===== src/rtl/otg_det_pkg.sv =====
package otg_det_pkg;

   localparam int REG_W        = 18;
   localparam int ID_PU_BIT    = 17;
   localparam int LINE_PU_BIT  = 16;
   localparam int ID_FRC_LSB   = 14;
   localparam int VB_FRC_LSB   = 12;

   localparam logic [1:0] FRC_NONE = 2'b00;
   localparam logic [1:0] FRC_LOW  = 2'b10;
   localparam logic [1:0] FRC_HIGH = 2'b11;

   typedef enum logic [1:0] {
      ROLE_PERIPH = 2'b00,
      ROLE_HOST   = 2'b01,
      ROLE_DUAL   = 2'b10,
      ROLE_RSVD   = 2'b11
   } role_e;

   typedef enum logic [2:0] {
      ST_OFF,
      ST_WAIT,
      ST_EVAL,
      ST_PRE,
      ST_APPLY,
      ST_POST,
      ST_RESUME
   } seq_st_e;

   function automatic logic [1:0] frc_enc(input logic v);
      return v ? FRC_HIGH : FRC_LOW;
   endfunction

endpackage


===== src/rtl/otg_pin_sync.sv =====
module otg_pin_sync #(
   parameter int STAGES = 2
) (
   input  logic clk,
   input  logic rst_n,
   input  logic d,
   output logic q
);

   generate
      if (STAGES == 0) begin : g_bypass
         assign q = d;
      end else if (STAGES == 1) begin : g_one
         logic r;
         always_ff @(posedge clk or negedge rst_n) begin
            if (!rst_n) r <= 1'b0;
            else        r <= d;
         end
         assign q = r;
      end else begin : g_chain
         logic [STAGES-1:0] sh;
         always_ff @(posedge clk or negedge rst_n) begin
            if (!rst_n) sh <= '0;
            else        sh <= {sh[STAGES-2:0], d};
         end
         assign q = sh[STAGES-1];
      end
   endgenerate

endmodule


===== src/rtl/otg_edge_watch.sv =====
module otg_edge_watch #(
   parameter int N           = 2,
   parameter int SYNC_STAGES = 2
) (
   input  logic         clk,
   input  logic         rst_n,
   input  logic [N-1:0] pins,
   input  logic [N-1:0] present,
   input  logic [N-1:0] edge_cap,
   output logic [N-1:0] lvl,
   output logic         evt
);

   logic [N-1:0] prev;
   logic [N-1:0] hit;

   for (genvar i = 0; i < N; i++) begin : g_ch
      otg_pin_sync #(.STAGES(SYNC_STAGES)) i_sync (
         .clk   (clk),
         .rst_n (rst_n),
         .d     (pins[i]),
         .q     (lvl[i])
      );

      always_ff @(posedge clk or negedge rst_n) begin
         if (!rst_n) prev[i] <= 1'b0;
         else        prev[i] <= lvl[i];
      end

      assign hit[i] = (lvl[i] ^ prev[i]) & present[i] & edge_cap[i];
   end

   assign evt = |hit;

endmodule


===== src/rtl/otg_ms_timer.sv =====
module otg_ms_timer #(
   parameter int W = 10
) (
   input  logic         clk,
   input  logic         rst_n,
   input  logic         clr,
   input  logic         load,
   input  logic [W-1:0] load_val,
   input  logic         tick,
   output logic         busy,
   output logic         done
);

   logic [W-1:0] cnt;
   logic         run;

   assign busy = run;
   assign done = run & (cnt == '0);

   always_ff @(posedge clk or negedge rst_n) begin
      if (!rst_n) begin
         cnt <= '0;
         run <= 1'b0;
      end else if (clr) begin
         run <= 1'b0;
      end else if (load) begin
         cnt <= load_val;
         run <= 1'b1;
      end else if (done) begin
         run <= 1'b0;
      end else if (run && tick) begin
         cnt <= cnt - 1'b1;
      end
   end

endmodule


===== src/rtl/otg_role_resolve.sv =====
module otg_role_resolve
   import otg_det_pkg::*;
(
   input  logic [1:0] role_mode,
   input  logic       id_lvl,
   input  logic       id_present,
   input  logic       id_edge_cap,
   input  logic       vbus_lvl,
   input  logic       vbus_present,
   input  logic       vbus_edge_cap,
   output logic       id_eff,
   output logic       vbus_eff,
   output logic       poll_need
);

   role_e role;
   assign role = role_e'(role_mode);

   always_comb begin
      unique case (role)
         ROLE_HOST: id_eff = 1'b0;
         ROLE_DUAL: id_eff = id_present ? id_lvl : 1'b1;
         default:   id_eff = 1'b1;
      endcase
   end

   assign vbus_eff  = vbus_present ? vbus_lvl : 1'b1;
   assign poll_need = (id_present & ~id_edge_cap) | (vbus_present & ~vbus_edge_cap);

endmodule


===== src/rtl/otg_detect_seq.sv =====
module otg_detect_seq
   import otg_det_pkg::*;
#(
   parameter int TW          = 10,
   parameter int DEBOUNCE_MS = 50,
   parameter int POLL_MS     = 250,
   parameter int HOST_END_MS = 200,
   parameter int DEV_END_MS  = 1000
) (
   input  logic             clk,
   input  logic             rst_n,
   input  logic             port_init,
   input  logic [1:0]       role_mode,
   input  logic             dual_route_en,
   input  logic             pin_evt,
   input  logic             id_eff,
   input  logic             vbus_eff,
   input  logic             vbus_src,
   input  logic             poll_need,
   input  logic             tmr_busy,
   input  logic             tmr_done,
   output logic             tmr_clr,
   output logic             tmr_load,
   output logic [TW-1:0]    tmr_val,
   output logic [REG_W-1:0] stat_ctrl,
   output logic             route_sel,
   output logic             id_stb,
   output logic             vbus_stb
);

   seq_st_e    st;
   logic [1:0] mode_q;
   logic       id_c, id_vld, vbus_c, vbus_vld;
   logic       fe_req, fe_act, pend_deb;
   logic       id_new, vbus_new, id_upd;
   logic [1:0] id_frc, vb_frc;
   logic       pu_id, pu_line, route_q;
   logic       id_stb_q, vb_stb_q;

   logic mode_evt, id_chg, fe_now;

   assign mode_evt = (role_mode != mode_q);
   assign id_chg   = !id_vld || (id_eff != id_c);
   assign fe_now   = fe_req || (id_chg && (role_e'(role_mode) == ROLE_DUAL) && !vbus_src);

   // timer control
   always_comb begin
      tmr_clr  = 1'b0;
      tmr_load = 1'b0;
      tmr_val  = '0;
      if (!port_init) begin
         tmr_clr = 1'b1;
      end else begin
         unique case (st)
            ST_OFF: begin
               tmr_load = 1'b1;
            end
            ST_WAIT: begin
               if (mode_evt) begin
                  tmr_load = 1'b1;
               end else if (pin_evt) begin
                  tmr_load = 1'b1;
                  tmr_val  = TW'(DEBOUNCE_MS);
               end else if (!tmr_busy && poll_need) begin
                  tmr_load = 1'b1;
                  tmr_val  = TW'(POLL_MS);
               end
            end
            ST_EVAL: begin
               if (id_chg && fe_now && !id_eff) begin
                  tmr_load = 1'b1;
                  tmr_val  = TW'(HOST_END_MS);
               end
            end
            ST_APPLY: begin
               if (id_upd && fe_act && id_new) begin
                  tmr_load = 1'b1;
                  tmr_val  = TW'(DEV_END_MS);
               end
            end
            ST_RESUME: begin
               if (mode_evt) begin
                  tmr_load = 1'b1;
               end else if (pend_deb || pin_evt) begin
                  tmr_load = 1'b1;
                  tmr_val  = TW'(DEBOUNCE_MS);
               end else if (poll_need) begin
                  tmr_load = 1'b1;
                  tmr_val  = TW'(POLL_MS);
               end
            end
            default: ;
         endcase
      end
   end

   // sequencer state
   always_ff @(posedge clk or negedge rst_n) begin
      if (!rst_n) begin
         st       <= ST_OFF;
         mode_q   <= 2'b00;
         id_c     <= 1'b0;
         id_vld   <= 1'b0;
         vbus_c   <= 1'b0;
         vbus_vld <= 1'b0;
         fe_req   <= 1'b0;
         fe_act   <= 1'b0;
         pend_deb <= 1'b0;
         id_new   <= 1'b0;
         vbus_new <= 1'b0;
         id_upd   <= 1'b0;
         id_frc   <= FRC_NONE;
         vb_frc   <= FRC_NONE;
         pu_id    <= 1'b0;
         pu_line  <= 1'b0;
         route_q  <= 1'b0;
         id_stb_q <= 1'b0;
         vb_stb_q <= 1'b0;
      end else begin
         id_stb_q <= 1'b0;
         vb_stb_q <= 1'b0;
         if (!port_init) begin
            if (st == ST_PRE || st == ST_POST) vb_frc <= FRC_HIGH;
            st       <= ST_OFF;
            pu_id    <= 1'b0;
            pu_line  <= 1'b0;
            fe_req   <= 1'b0;
            pend_deb <= 1'b0;
            mode_q   <= role_mode;
         end else begin
            unique case (st)
               ST_OFF: begin
                  pu_id    <= 1'b1;
                  pu_line  <= 1'b1;
                  id_vld   <= 1'b0;
                  vbus_vld <= 1'b0;
                  fe_req   <= 1'b0;
                  pend_deb <= 1'b0;
                  mode_q   <= role_mode;
                  st       <= ST_WAIT;
               end
               ST_WAIT: begin
                  if (mode_evt) begin
                     mode_q <= role_mode;
                     fe_req <= 1'b1;
                     id_vld <= 1'b0;
                  end else if (!pin_evt && tmr_done) begin
                     st <= ST_EVAL;
                  end
               end
               ST_EVAL: begin
                  pend_deb <= pend_deb | pin_evt;
                  id_new   <= id_eff;
                  vbus_new <= vbus_eff;
                  id_upd   <= id_chg;
                  fe_act   <= fe_now;
                  fe_req   <= 1'b0;
                  if (id_chg && fe_now && !id_eff) begin
                     vb_frc <= FRC_LOW;
                     st     <= ST_PRE;
                  end else begin
                     st <= ST_APPLY;
                  end
               end
               ST_PRE: begin
                  pend_deb <= pend_deb | pin_evt;
                  if (tmr_done) begin
                     vb_frc <= FRC_HIGH;
                     st     <= ST_APPLY;
                  end
               end
               ST_APPLY: begin
                  pend_deb <= pend_deb | pin_evt;
                  if (id_upd) begin
                     id_frc   <= frc_enc(id_new);
                     id_c     <= id_new;
                     id_vld   <= 1'b1;
                     id_stb_q <= 1'b1;
                     if (dual_route_en) route_q <= id_new;
                  end
                  if (!vbus_vld || (vbus_new != vbus_c)) begin
                     vb_frc   <= frc_enc(vbus_new);
                     vbus_c   <= vbus_new;
                     vbus_vld <= 1'b1;
                     vb_stb_q <= 1'b1;
                  end
                  if (id_upd && fe_act && id_new) begin
                     vb_frc <= FRC_LOW;
                     st     <= ST_POST;
                  end else begin
                     st <= ST_RESUME;
                  end
               end
               ST_POST: begin
                  pend_deb <= pend_deb | pin_evt;
                  if (tmr_done) begin
                     vb_frc <= FRC_HIGH;
                     st     <= ST_RESUME;
                  end
               end
               ST_RESUME: begin
                  pend_deb <= 1'b0;
                  if (mode_evt) begin
                     mode_q <= role_mode;
                     fe_req <= 1'b1;
                     id_vld <= 1'b0;
                  end
                  st <= ST_WAIT;
               end
               default: st <= ST_OFF;
            endcase
         end
      end
   end

   always_comb begin
      stat_ctrl                              = '0;
      stat_ctrl[ID_PU_BIT]                   = pu_id;
      stat_ctrl[LINE_PU_BIT]                 = pu_line;
      stat_ctrl[ID_FRC_LSB+1:ID_FRC_LSB]     = id_frc;
      stat_ctrl[VB_FRC_LSB+1:VB_FRC_LSB]     = vb_frc;
   end

   assign route_sel = route_q;
   assign id_stb    = id_stb_q;
   assign vbus_stb  = vb_stb_q;

endmodule


===== src/rtl/otg_role_detect.sv =====
module otg_role_detect
   import otg_det_pkg::*;
#(
   parameter int SYNC_STAGES = 2,
   parameter int DEBOUNCE_MS = 50,
   parameter int POLL_MS     = 250,
   parameter int HOST_END_MS = 200,
   parameter int DEV_END_MS  = 1000
) (
   input  logic             clk,
   input  logic             rst_n,
   input  logic             ms_tick,
   input  logic             port_init,
   input  logic [1:0]       role_mode,
   input  logic             dual_route_en,
   input  logic             id_pin,
   input  logic             id_present,
   input  logic             id_edge_cap,
   input  logic             vbus_pin,
   input  logic             vbus_present,
   input  logic             vbus_edge_cap,
   output logic [REG_W-1:0] stat_ctrl,
   output logic             route_sel,
   output logic             id_chg_stb,
   output logic             vbus_chg_stb
);

   localparam int MAX_A  = (DEBOUNCE_MS > POLL_MS) ? DEBOUNCE_MS : POLL_MS;
   localparam int MAX_B  = (HOST_END_MS > DEV_END_MS) ? HOST_END_MS : DEV_END_MS;
   localparam int MAX_MS = (MAX_A > MAX_B) ? MAX_A : MAX_B;
   localparam int TW     = $clog2(MAX_MS + 1);

   if (DEBOUNCE_MS < 1 || POLL_MS < 1) begin : g_bad_wait
      $error("otg_role_detect: debounce and poll periods must be at least one tick");
   end
   if (HOST_END_MS < 1 || DEV_END_MS < 1) begin : g_bad_end
      $error("otg_role_detect: session-end windows must be at least one tick");
   end
   if (SYNC_STAGES < 0 || SYNC_STAGES > 4) begin : g_bad_sync
      $error("otg_role_detect: SYNC_STAGES must lie in 0..4");
   end

   logic [1:0]    lvl;
   logic          pin_evt;
   logic          id_eff, vbus_eff, poll_need;
   logic          tmr_clr, tmr_load, tmr_busy, tmr_done;
   logic [TW-1:0] tmr_val;

   otg_edge_watch #(.N(2), .SYNC_STAGES(SYNC_STAGES)) i_watch (
      .clk      (clk),
      .rst_n    (rst_n),
      .pins     ({vbus_pin, id_pin}),
      .present  ({vbus_present, id_present}),
      .edge_cap ({vbus_edge_cap, id_edge_cap}),
      .lvl      (lvl),
      .evt      (pin_evt)
   );

   otg_role_resolve i_resolve (
      .role_mode     (role_mode),
      .id_lvl        (lvl[0]),
      .id_present    (id_present),
      .id_edge_cap   (id_edge_cap),
      .vbus_lvl      (lvl[1]),
      .vbus_present  (vbus_present),
      .vbus_edge_cap (vbus_edge_cap),
      .id_eff        (id_eff),
      .vbus_eff      (vbus_eff),
      .poll_need     (poll_need)
   );

   otg_ms_timer #(.W(TW)) i_timer (
      .clk      (clk),
      .rst_n    (rst_n),
      .clr      (tmr_clr),
      .load     (tmr_load),
      .load_val (tmr_val),
      .tick     (ms_tick),
      .busy     (tmr_busy),
      .done     (tmr_done)
   );

   otg_detect_seq #(
      .TW          (TW),
      .DEBOUNCE_MS (DEBOUNCE_MS),
      .POLL_MS     (POLL_MS),
      .HOST_END_MS (HOST_END_MS),
      .DEV_END_MS  (DEV_END_MS)
   ) i_seq (
      .clk           (clk),
      .rst_n         (rst_n),
      .port_init     (port_init),
      .role_mode     (role_mode),
      .dual_route_en (dual_route_en),
      .pin_evt       (pin_evt),
      .id_eff        (id_eff),
      .vbus_eff      (vbus_eff),
      .vbus_src      (vbus_present),
      .poll_need     (poll_need),
      .tmr_busy      (tmr_busy),
      .tmr_done      (tmr_done),
      .tmr_clr       (tmr_clr),
      .tmr_load      (tmr_load),
      .tmr_val       (tmr_val),
      .stat_ctrl     (stat_ctrl),
      .route_sel     (route_sel),
      .id_stb        (id_chg_stb),
      .vbus_stb      (vbus_chg_stb)
   );

endmodule


===== config.mk =====
export PLATFORM = sky130hd
export DESIGN_NAME = otg_role_detect
export DESIGN_NICKNAME = d
export VERILOG_FILES = /design/src/rtl/otg_det_pkg.sv /design/src/rtl/otg_pin_sync.sv /design/src/rtl/otg_edge_watch.sv /design/src/rtl/otg_ms_timer.sv /design/src/rtl/otg_role_resolve.sv /design/src/rtl/otg_detect_seq.sv /design/src/rtl/otg_role_detect.sv
export SDC_FILE = /design/constraint.sdc
export NUM_CORES = 1
export LEC_CHECK = 0
export CORE_UTILIZATION = 48
export CTS_CLUSTER_SIZE = 40
export DETAILED_ROUTE_END_ITERATION = 7
export MAX_ROUTING_LAYER = met4
export PLACE_DENSITY = 0.85
export SETUP_SLACK_MARGIN = 0.05
export SYNTH_ARGS = -nofsm -noshare
export SYNTH_HDL_FRONTEND = slang
export SYNTH_SLANG_ARGS = --single-unit

===== constraint.sdc =====
create_clock -name clk -period 2 [get_ports clk]
set_input_delay 0.4 -clock clk [delete_from_list [all_inputs] [get_ports clk]]
set_output_delay 0.4 -clock clk [all_outputs]
set_load 0.01 [all_outputs]

==> results by group <==
Routing
  – Remaining DRCs: 1
  – First DRT Iteration DRCs: roughly 250
  – Antenna Violating Nets Remaining: 0
  – DR vias/cell: between 5 and 6
  – Vias: between 1500 and 2000
  – Final wirelength: 5.893 mm
  – Drt wl/cell: 16.89 um
  – TritonRoute pass-1 iters: 8

GRT
  – Gr ovfl total: 0
  – First-pass GRT wire length: approximately 8.9 mm
  – GRT Total Usage: 0.2430
  – Largest net degree at the start of global routing: 40
  – Initial antenna violation count: 0
  – Vias in the first global route: 1847

Die
  – Die height: between 60 and 70 um
  – Core Region: roughly 0.0044 mm^2
  – Starting Density: 0.4994
  – DIE WIDTH: 69.54 um
  – Row cnt: 24
  – IO Count: 34
  – Die Area: between 0.004 and 0.005 mm^2

Clocking
  – # clock sinks: 39
  – CTS root buf: clkbuf_8
  – CTS tree: built
  – CTS buffer count: 5
  – H-tree levels: 2
  – Worst-skew pair later-pin latency: roughly 0.3 ns
  – Clock slew at reported path FFs: 0.08 ns
  – Hold_buf cts: 0
  – Clock Path Buffers: 2

Power
  – Pwr per Cell Area: between 1500 and 2000 mW/mm^2
  – P_leak: between 1 and 1.5 nW
  – Max IR drop VDD: 819.6 uV

Timing
  – Fin crit period: 2.061 ns
  – RSZ-0062 raised after global routing: true
  – Worst Skew: 0.008963 ns
  – Period utilisation layout: 1.031
  – FMAX: 0.4852 GHz
  – Sum Neg Setup Slack: -0.1289 ns
  – Setup-failing EPs final: 4
  – Slew Limit Fails: 0
  – Fin. Hold Viols: 0
  – Final WS setup: -0.06114 ns

Setup path
  – CP Launch Point: i_timer.cnt[8]
  – CP required: ~2.2 ns
  – Worst Path Max Fanout: 3
  – Reg2reg path depth: 7
  – Startpoint types: register
  – Worst setup endpoint: i_timer.cnt[8]
  – R2r setup slk: -0.06 ns
  – Critical path class: reg2reg
  – R2r endpoint: i_timer.cnt[8]
  – Crit path DAT: between 2 and 2.5 ns
  – Setup crit end kind: register
  – Worst R2R Start: i_timer.cnt[8]

Layout
  – Area Growth Syn to Fin: 44.29%
  – Non-Filler Instances: between 300 and 400
  – Antenna fix cells: 0
  – # nets final: slightly above 300
  – Most frequent cells in the layout: 43 x buf_4, 39 x dfrtp_1, 20 x nand2_1
  – Fraction of layout cells with a size suffix above 1: 0.3771
  – Most common library cell in the layout ignoring fill and taps: buf_4

Synth
  – Synth Area in Compound Gates: 0.1771
  – Synth Area in Simple Gates: 0.1880
  – Avg Inst Size Synth: about 9.5 um^2
  – Synth warnings: 0
  – Synth Register Bits: 39
  – Top cell type's share of synthesized area: 0.4457
  – XOR/XNOR Fraction of Synth Area: 0.05200
  – Post-synth top area cell: dfrtp_1
  – Main combinational cell family by area after synthesis: simple AND/OR/NAND/NOR gates
  – Synthesized-area fraction occupied by adder cells: 0.005714
  – Post-Syn Area: 0.002190 mm^2
  – Dominant cells by area after synthesis: dfrtp_1 45%, buf_4 5.1%, nand2_1 3.6%
  – Post-Syn Instances: between 200 and 250
  – Netlist cell types: 57
  – Seq/Total Area, Yosys: 0.4457
  – Post-synthesis mux area share: 0.04457
  – Async set-reset flop share out of synthesis: 1.000
  – Post-synth EDFFs: 0
  – Main synth FF type: dfrtp_1

Run status
  – Failing checks: DRC, setup timing
  – Outcome: finished, violations left

Run
  – MaxCap Viol Count: 0

Place
  – Placer's final routability congestion estimate: 0.8215
  – DPL Wire Length: approximately 3.5 mm
  – DP Cell Count: 328
  – Port Buffers: 21

Worst hold path
  – Worst min path class: in2async
==> sequential cells by signal, summed over array words and instances, names as in the netlist, 2 cells and up <==
name / count
i_timer.cnt: 10
i_watch.g_ch.i_sync.g_chain.sh: 4
i_seq.st: 3
i_seq.id_frc: 2
i_seq.mode_q: 2
i_seq.vb_frc: 2
i_watch.prev: 2
==> worst min-delay path by stage <==
| stage | start | endpoint | slack [ns] |
|---|---|---|---|
| after floorplan | rst_n | i_seq.fe_act | 0.10 |
| after global routing | rst_n | i_seq.pend_deb | 0.07 |
| final | rst_n | i_seq.st[0] | 0.04 |
| after global placement | i_watch.g_ch[0].i_sync.g_chain.sh[0] | i_watch.g_ch[0].i_sync.g_chain.sh[1] | 0.34 |
| after CTS | rst_n | i_seq.pu_id | 0.06 |
| after detailed placement | i_watch.g_ch[0].i_sync.g_chain.sh[0] | i_watch.g_ch[0].i_sync.g_chain.sh[1] | 0.33 |
==> report_power, final <==
| part | switching (mW) | internal (mW) | total, mW |
|---|---|---|---|
| logic | 1.34 | 1.45 | 2.80 |
| clock network | 0.294 | 0.497 | 0.792 |
| registers | 0.260 | 1.07 | 1.33 |
==> what timing repair did <==
action / 4_1_cts / 5_1_grt
buffers inserted: 8 / 4
cloned: 1 / 0
setup endpoints to repair: 16 / 17
pin swaps: 14 / 12
resized for setup: 31 / 24
==> cell usage after synthesis (2+ instances only) <==
library cell	instances
a21o_1	2
a21oi_1	15
a31oi_1	3
a41oi_1	2
and2_1	3
buf_2	2
buf_4	15
clkbuf_1	6
dfrtp_1	39
inv_1	7
mux2_2	5
mux2i_1	3
nand2_1	21
nand2b_1	6
nand3_1	3
nand4_1	2
nor2_1	16
nor2b_1	5
nor3_1	6
nor3b_1	2
o21a_1	2
o21ai_0	6
o21ai_1	2
o22ai_1	7
o2bb2ai_1	2
o311a_1	2
or2_1	2
or2_2	3
or3_1	2
xnor2_1	8
xor2_1	5
==> layer usage <==
metal | vias to the layer above | routed length, um | global-route usage
met5 | - | 0 | -
met4 | 0 | 161 | 0.09070
met3 | 19 | 455 | 0.04942
met2 | 106 | 2937 | 0.3927
met1 | 950 | 2338 | 0.3022
li1 | 919 | - | -
==> layout make-up <==
cell class | count | area, um^2
timing repair buffer | 72 | 648.1
inverter | 8 | 30.03
fill | 280 | 1225
multi-input combinational | 170 | 1304
sequential | 39 | 975.9
clock buffer | 5 | 68.82
tap | 52 | 65.06
clock inverter | 3 | 67.56
==> cell families after synthesis <==
logic type	Yosys count
DFF	39
xor gates and xnor gates	13
AOI/OAI and AO/OA	56
and+or+nand+nor	79
buffers and inverters	32
muxes	9
other	1
adders and majority gates	1
==> critical path: stages, from the launching register on <==
cell and delay (ns):
dfrtp_1 0.39, or4_4 0.56, o311a_4 0.42, buf_6 0.13
nor2b_4 0.13, nand2_2 0.07, xor2_2 0.15, mux2i_1 0.10
==> stage by stage <==
stage | utilization | power (mW) | hold slack [ns] | instance area, um^2 | setup WS (ns)
after floorplan | - | 2.588 | 0.1044 | 2246 | 0.04234
after global placement | 0.6076 | 3.266 | 0.3352 | 2664 | -0.4497
after detailed placement | 0.6076 | 3.341 | 0.3347 | 2664 | -0.4959
after CTS | 0.6869 | 4.494 | 0.06068 | 3012 | -0.04370
final | 0.7206 | 4.924 | 0.04263 | 3159 | -0.06114
after global routing | 0.7206 | 5.176 | 0.06527 | 3159 | -0.1401
Note: power is estimated with default switching activity, not from simulation.
